===== src/rtl/mpc_pkg.sv =====
package mpc_pkg;
  localparam int MAX_ENTRIES = 16;
  localparam int IDX_W       = 4;
  localparam int CFG_W       = 8;

  localparam int BIT_R    = 0;
  localparam int BIT_W    = 1;
  localparam int BIT_X    = 2;
  localparam int MODE_LSB = 3;

  typedef enum logic [1:0] {
    MODE_OFF   = 2'd0,
    MODE_TOR   = 2'd1,
    MODE_NA4   = 2'd2,
    MODE_NAPOT = 2'd3
  } matchMode_e;

  typedef enum logic [1:0] {
    ACC_FETCH = 2'd0,
    ACC_LOAD  = 2'd1,
    ACC_STORE = 2'd2,
    ACC_RSVD  = 2'd3
  } accKind_e;

  typedef struct packed {
    logic [MAX_ENTRIES-1:0] cfgLoad;
    logic [MAX_ENTRIES-1:0] addrLoad;
    logic [2:0]             needPerm;
  } ctrlStrobe_t;
endpackage


===== src/rtl/mpc_ctrl.sv =====
module mpc_ctrl
  import mpc_pkg::*;
#(
  parameter int NUM_ENTRIES = 4
) (
  input  logic             clk,
  input  logic             rstN,
  input  logic             cfgWrEn,
  input  logic [IDX_W-1:0] cfgWrIdx,
  input  logic             addrWrEn,
  input  logic [IDX_W-1:0] addrWrIdx,
  input  logic [1:0]       accKind,
  output ctrlStrobe_t      strobe
);

  for (genvar i = 0; i < MAX_ENTRIES; i++) begin : gDec
    if (i < NUM_ENTRIES) begin : gLive
      assign strobe.cfgLoad[i]  = cfgWrEn  && (cfgWrIdx  == IDX_W'(i));
      assign strobe.addrLoad[i] = addrWrEn && (addrWrIdx == IDX_W'(i));
    end else begin : gDead
      assign strobe.cfgLoad[i]  = 1'b0;
      assign strobe.addrLoad[i] = 1'b0;
    end
  end

  always_comb begin
    strobe.needPerm = 3'b000;
    unique case (accKind_e'(accKind))
      ACC_FETCH: strobe.needPerm[BIT_X] = 1'b1;
      ACC_LOAD:  strobe.needPerm[BIT_R] = 1'b1;
      ACC_STORE: strobe.needPerm[BIT_W] = 1'b1;
      default:   strobe.needPerm = 3'b000;
    endcase
  end

  AST_CFG_ONEHOT: assert property (@(posedge clk) disable iff (!rstN)
    $onehot0(strobe.cfgLoad));
  AST_ADDR_ONEHOT: assert property (@(posedge clk) disable iff (!rstN)
    $onehot0(strobe.addrLoad));
  AST_OOR_IGNORED: assert property (@(posedge clk) disable iff (!rstN)
    (cfgWrEn && (int'(cfgWrIdx) >= NUM_ENTRIES)) |-> (strobe.cfgLoad == '0));
  AST_ONE_NEED: assert property (@(posedge clk) disable iff (!rstN)
    (accKind != 2'd3) |-> ($countones(strobe.needPerm) == 1));

endmodule


===== src/rtl/mpc_dpath.sv =====
module mpc_dpath
  import mpc_pkg::*;
#(
  parameter int NUM_ENTRIES = 4,
  parameter int ADDR_W      = 32,
  localparam int WORD_W     = ADDR_W - 2
) (
  input  logic              clk,
  input  logic              rstN,
  input  ctrlStrobe_t       strobe,
  input  logic [CFG_W-1:0]  cfgWrData,
  input  logic [WORD_W-1:0] addrWrData,
  input  logic [ADDR_W-1:0] accAddr,
  input  logic              privUser,
  output logic              accAllow
);

  logic [WORD_W-1:0] wordAddr;
  logic [WORD_W-1:0] addrArr [NUM_ENTRIES];
  logic [NUM_ENTRIES-1:0] hitVec;
  logic [NUM_ENTRIES-1:0] permVec;
  logic selOk;
  logic unusedBits;

  assign wordAddr   = accAddr[ADDR_W-1:2];
  assign unusedBits = ^{accAddr[1:0], strobe};

  for (genvar i = 0; i < NUM_ENTRIES; i++) begin : gEnt
    logic [CFG_W-1:0]  cfgQ;
    logic [WORD_W-1:0] addrQ;
    logic [WORD_W-1:0] lowBound;
    logic [WORD_W-1:0] napotMask;
    logic              unusedCfg;
    matchMode_e        mode;

    always_ff @(posedge clk or negedge rstN) begin
      if (!rstN) begin
        cfgQ  <= '0;
        addrQ <= '0;
      end else begin
        if (strobe.cfgLoad[i])  cfgQ  <= cfgWrData;
        if (strobe.addrLoad[i]) addrQ <= addrWrData;
      end
    end

    assign addrArr[i] = addrQ;
    assign mode       = matchMode_e'(cfgQ[MODE_LSB+1:MODE_LSB]);
    assign unusedCfg  = ^cfgQ[CFG_W-1:MODE_LSB+2];
    assign napotMask  = addrQ ^ (addrQ + 1'b1);

    if (i == 0) begin : gBase
      assign lowBound = '0;
    end else begin : gPrev
      assign lowBound = addrArr[i-1];
    end

    always_comb begin
      unique case (mode)
        MODE_TOR:   hitVec[i] = (wordAddr >= lowBound) && (wordAddr < addrQ);
        MODE_NA4:   hitVec[i] = (wordAddr == addrQ);
        MODE_NAPOT: hitVec[i] = ((wordAddr ^ addrQ) & ~napotMask) == '0;
        default:    hitVec[i] = 1'b0;
      endcase
    end

    assign permVec[i] = ((cfgQ[2:0] & strobe.needPerm) == strobe.needPerm);

    AST_CFG_WRITE: assert property (@(posedge clk) disable iff (!rstN)
      strobe.cfgLoad[i] |=> (cfgQ == $past(cfgWrData)));
    AST_ADDR_WRITE: assert property (@(posedge clk) disable iff (!rstN)
      strobe.addrLoad[i] |=> (addrQ == $past(addrWrData)));
    AST_OFF_SILENT: assert property (@(posedge clk) disable iff (!rstN)
      (mode == MODE_OFF) |-> !hitVec[i]);
  end

  always_comb begin
    selOk = 1'b0;
    for (int k = NUM_ENTRIES - 1; k >= 0; k--) begin
      if (hitVec[k]) selOk = permVec[k];
    end
  end

  assign accAllow = !privUser || (selOk && (strobe.needPerm != 3'b000));

  AST_MACHINE_FREE: assert property (@(posedge clk) disable iff (!rstN)
    !privUser |-> accAllow);
  AST_NOMATCH_DENY: assert property (@(posedge clk) disable iff (!rstN)
    (privUser && (hitVec == '0)) |-> !accAllow);
  AST_FIRST_WINS: assert property (@(posedge clk) disable iff (!rstN)
    (privUser && hitVec[0] && !permVec[0]) |-> !accAllow);

endmodule


===== src/rtl/mpc_top.sv =====
module mpc_top
  import mpc_pkg::*;
#(
  parameter int NUM_ENTRIES = 4,
  parameter int ADDR_W      = 32
) (
  input  logic              clk,
  input  logic              rstN,
  input  logic              cfgWrEn,
  input  logic [3:0]        cfgWrIdx,
  input  logic [7:0]        cfgWrData,
  input  logic              addrWrEn,
  input  logic [3:0]        addrWrIdx,
  input  logic [ADDR_W-3:0] addrWrData,
  input  logic [ADDR_W-1:0] accAddr,
  input  logic [1:0]        accKind,
  input  logic              privUser,
  output logic              accAllow
);

  ctrlStrobe_t strobe;

  mpc_ctrl #(.NUM_ENTRIES(NUM_ENTRIES)) uCtrl (
    .clk      (clk),
    .rstN     (rstN),
    .cfgWrEn  (cfgWrEn),
    .cfgWrIdx (cfgWrIdx),
    .addrWrEn (addrWrEn),
    .addrWrIdx(addrWrIdx),
    .accKind  (accKind),
    .strobe   (strobe)
  );

  mpc_dpath #(.NUM_ENTRIES(NUM_ENTRIES), .ADDR_W(ADDR_W)) uDpath (
    .clk       (clk),
    .rstN      (rstN),
    .strobe    (strobe),
    .cfgWrData (cfgWrData),
    .addrWrData(addrWrData),
    .accAddr   (accAddr),
    .privUser  (privUser),
    .accAllow  (accAllow)
  );

endmodule


===== config.mk =====
export PLATFORM = sky130hd
export DESIGN_NAME = mpc_top
export DESIGN_NICKNAME = d
export VERILOG_FILES = /design/src/rtl/mpc_pkg.sv /design/src/rtl/mpc_ctrl.sv /design/src/rtl/mpc_dpath.sv /design/src/rtl/mpc_top.sv
export SDC_FILE = /design/constraint.sdc
export NUM_CORES = 1
export LEC_CHECK = 0
export ABC_AREA = 1
export ABC_CLOCK_PERIOD_IN_PS = 3900
export BUFFER_PORTS_ARGS = -buffer_cell sky130_fd_sc_hd__buf_2
export CORE_UTILIZATION = 60
export CTS_BUF_LIST = sky130_fd_sc_hd__clkbuf_4 sky130_fd_sc_hd__clkbuf_8
export DETAILED_ROUTE_END_ITERATION = 7
export GPL_TIMING_DRIVEN = 1
export PLACE_DENSITY = 0.87
export SYNTH_ARGS = -nofsm -noshare
export SYNTH_HDL_FRONTEND = slang
export SYNTH_SLANG_ARGS = --single-unit

===== constraint.sdc =====
create_clock -name clk -period 3.9 [get_ports clk]
set_clock_uncertainty 0.2 [all_clocks]
set_input_delay 0.78 -clock clk [delete_from_list [all_inputs] [get_ports clk]]
set_output_delay 0.78 -clock clk [all_outputs]
set_load 0.005 [all_outputs]

==> flow_metrics.tcl <==
set metrics [dict create \
    ios 86 \
    synth_seq_cells 140 \
    drtIter0Drc 1395 \
    synth-edff-count 0 \
    p_clk_share_pct 22.9 \
    grt_pass1_vias 11200 \
    rows 50 \
    startpoint_type "input port" \
    worstMarginPinSlew_ns 0.965 \
    postLayoutCoreUtil_pct 74.3 \
    route.detailed.drc 0 \
    critPathRequiredTime_ns 2.92 \
    critPathMaxFanout 4 \
    coreArea_sq_um 18800 \
    grt_max_degree 82 \
    syn_inst 1735 \
    gp_congestion 1.03 \
    swShare_pct 39.8 \
    layout_common_cells "nand2_1 (483), inv_1 (280), o21ai_0 (179)" \
    async_reset_ff_share_pct 100 \
    dp_slack_ns -0.110 \
    io_buffer_count 80 \
    hold_buffers 0 \
    crit_family "simple AND/OR/NAND/NOR gates" \
    avgSynthCellArea_sq_um 6.62 \
    placedInstanceArea_sq_um 12400 \
    syn-cell-area_sq_um 11500 \
    crit_path_end_kind "output port" \
    worstSkewPairLatency_ns 0.47 \
    yosys_warnings 0 \
    period_share_pct 99.7 \
    arrival_ns 2.91 \
    cts_root_buf "clkbuf_8" \
    synth-seq-area-share_pct 30.5 \
    rsz0062_at_grt "yes" \
    crit_type "in2out" \
    cpMaxStageDelayCell "ha_1" \
    initial_core_util_pct 61.2 \
    synth_ff_type "dfrtp_1" \
    cts_tree "yes" \
    cellLeakagePower_uw 0.00692 \
    design.die.area_sq_um 19700 \
    cp_cell_sequence "buf_2 > ha_1 > nand2_1 > nor2_1 > o21ai_0 > o211ai_1 > nand2_1 > nand2_2 > nand2_1 > nor3b_4 > nor2_2 > o21ai_1 > nand3_1 > nand2_1 > nand2_1 > nand2_1 > nand2_1 > buf_2" \
    intPower_uw 3460 \
    wire_per_inst_microns 17.8 \
    worstHoldPathType "in2async" \
    critical-path-max-stage-delay_ns 0.35 \
    track_usage_pct 37.0 \
    clk_pin_slew_ns 0.08 \
    final_common_cell "nand2_1" \
    antenna_found_initial 0 \
    drive_gt1_share_pct 19.2 \
    status "finished clean" \
    fill_cells 1437 \
    relSlewSlack_pct 35.6 \
    synthToLayoutAreaGrowth_pct 21.3 \
    cts_sinks 140 \
    fin_ws_ns 0.0134 \
    power_switching_uw 2290 \
    cp_common_cell "nand2_1" \
    synth.distinct_cells 43 \
    clockBufferDepth 2 \
    p_seq_share_pct 36.4 \
    syn-num-nets 1944 \
    grt_pass1_wl_microns 55700 \
    fmax_mhz 257 \
    fp.dieH_microns 140 \
    grt.overflow.total 0 \
    dr.pass1.iters 7 \
    drv_slew 0 \
    r2r_start "uDpath.gEnt[1].addrQ[8]$_DFFE_PN0P_" \
    power.density_nw_per_um2 412 \
    die_w_microns 140 \
    period_minus_slack_ns 3.89 \
    hold_ws_ns 0.153 \
    startpoint "accAddr[7]" \
    p_comb_share_pct 40.7 \
    vdd_drop_max_uv 250 \
    ant_nets 0 \
    dp_hpwl_microns 28600 \
    vias_per_cell 5.81 \
    cts_buffers 17 \
    fin_area_sq_um 13900 \
    hold_viol_final 0 \
    wl_microns 37900 \
    crit_buf_inv 2 \
    vias 12400 \
    antennaDiodeCount 0 \
    finalNetCount 2092 \
    cts.htree.levels 4 \
    finalSetupViolCount 0 \
    maxCapViolCount 0 \
]
[metrics by stage]
step	total power, uW	setup TNS, ns	cells
3_3_place_gp	3890	-0.0867	2063
6_report	5750	0	2129
5_1_grt	6140	-0.106	2129
2_1_floorplan	3350	0	1735
4_1_cts	5310	0	2097
3_5_place_dp	3990	-0.110	2063
[flip-flops by register name, indices dropped and copies added, names as in the netlist]
signal	count
uDpath.gEnt.addrQ	120
uDpath.gEnt.cfgQ	20
[synthesized netlist by cell type, types with 2 or more instances]
library cell	instances	area, sq um
a21oi_1	57	285
nand3_1	59	295
a21o_1	4	30.0
inv_1	294	1100
nor3_1	18	90.1
nor2_1	189	709
o21bai_1	16	120
nand2_2	10	62.6
o22ai_1	13	81.3
a31oi_1	2	12.5
nor2_2	8	50.1
nand2_1	503	1890
clkbuf_1	24	90.1
nand3_2	5	50.1
o21a_1	3	22.5
nor3_2	6	60.1
inv_2	4	15.0
or2_2	3	18.8
nor3b_1	2	15.0
nand4_1	25	156
o211ai_1	3	22.5
o21ai_0	181	906
a21o_2	2	17.5
nand3b_1	5	37.5
dfrtp_1	140	3500
ha_1	124	1550
nor2_4	4	45.0
nor4_1	10	62.6
o21ai_1	4	20.0
and2_1	4	25.0
[power by group through the flow]
| stage | combinational [uW] | clock (uW) | sequential [uW] |
|---|---|---|---|
| final | 2340 | 1320 | 2090 |
| after global routing | 2630 | 1380 | 2130 |
| after CTS | 1930 | 1320 | 2070 |
| after detailed placement | 1900 | 0 | 2090 |
| after global placement | 1810 | 0 | 2080 |
| after floorplan | 1350 | 0 | 2000 |
[layer usage]
layer | track usage, % | wire length (microns)
met5 | 0 | 0
met4 | 18.2 | 1990
met3 | 5.50 | 3370
met2 | 59.2 | 17300
met1 | 49.3 | 15200
[area by class of cell]
| class | count | area [sq um] | area share, % |
|---|---|---|---|
| Inverter | 299 | 1130 | 8.08 |
| Timing Repair Buffer | 153 | 1000 | 7.18 |
| Clock inverter | 11 | 169 | 1.21 |
| Clock buffer | 20 | 263 | 1.88 |
| Multi-Input combinational cell | 1272 | 7580 | 54.3 |
| Tap cell | 234 | 293 | 2.10 |
| Sequential cell | 140 | 3510 | 25.2 |
[path summary, 6_finish.rpt]
check,endpoint,cells after the start,slack (ns)
max in group asynchronous,uDpath.gEnt[0].addrQ[4]$_DFFE_PN0P_,2,2.54
worst max register to register,uDpath.gEnt[1].addrQ[8]$_DFFE_PN0P_,3,2.73
worst min-delay path,uDpath.gEnt[2].addrQ[24]$_DFFE_PN0P_,1,0.15
worst max-delay path,accAllow,18,0.01
worst min register to register,uDpath.gEnt[2].cfgQ[2]$_DFFE_PN0P_,2,0.29
min in group clk,uDpath.gEnt[2].cfgQ[2]$_DFFE_PN0P_,2,0.29
[logic make-up after synthesis]
| logic type | share of synthesized area [%] |
|---|---|
| XOR/XNOR | 0.152 |
| AND/OR/NAND/NOR | 31.8 |
| buffers and inverters | 10.6 |
| flip-flops | 30.5 |
| adder cells (fa/ha/maj) | 13.5 |
| AO/OA/AOI/OAI | 13.5 |
[what timing repair did]
action | in CTS | in global routing
resized for setup | 6 | 164
setup buffers | 3 | 32
endpoints found under the setup margin | 1 | 1
pin swaps | 1 | 36
Note: power is estimated with default switching activity, not from simulation.
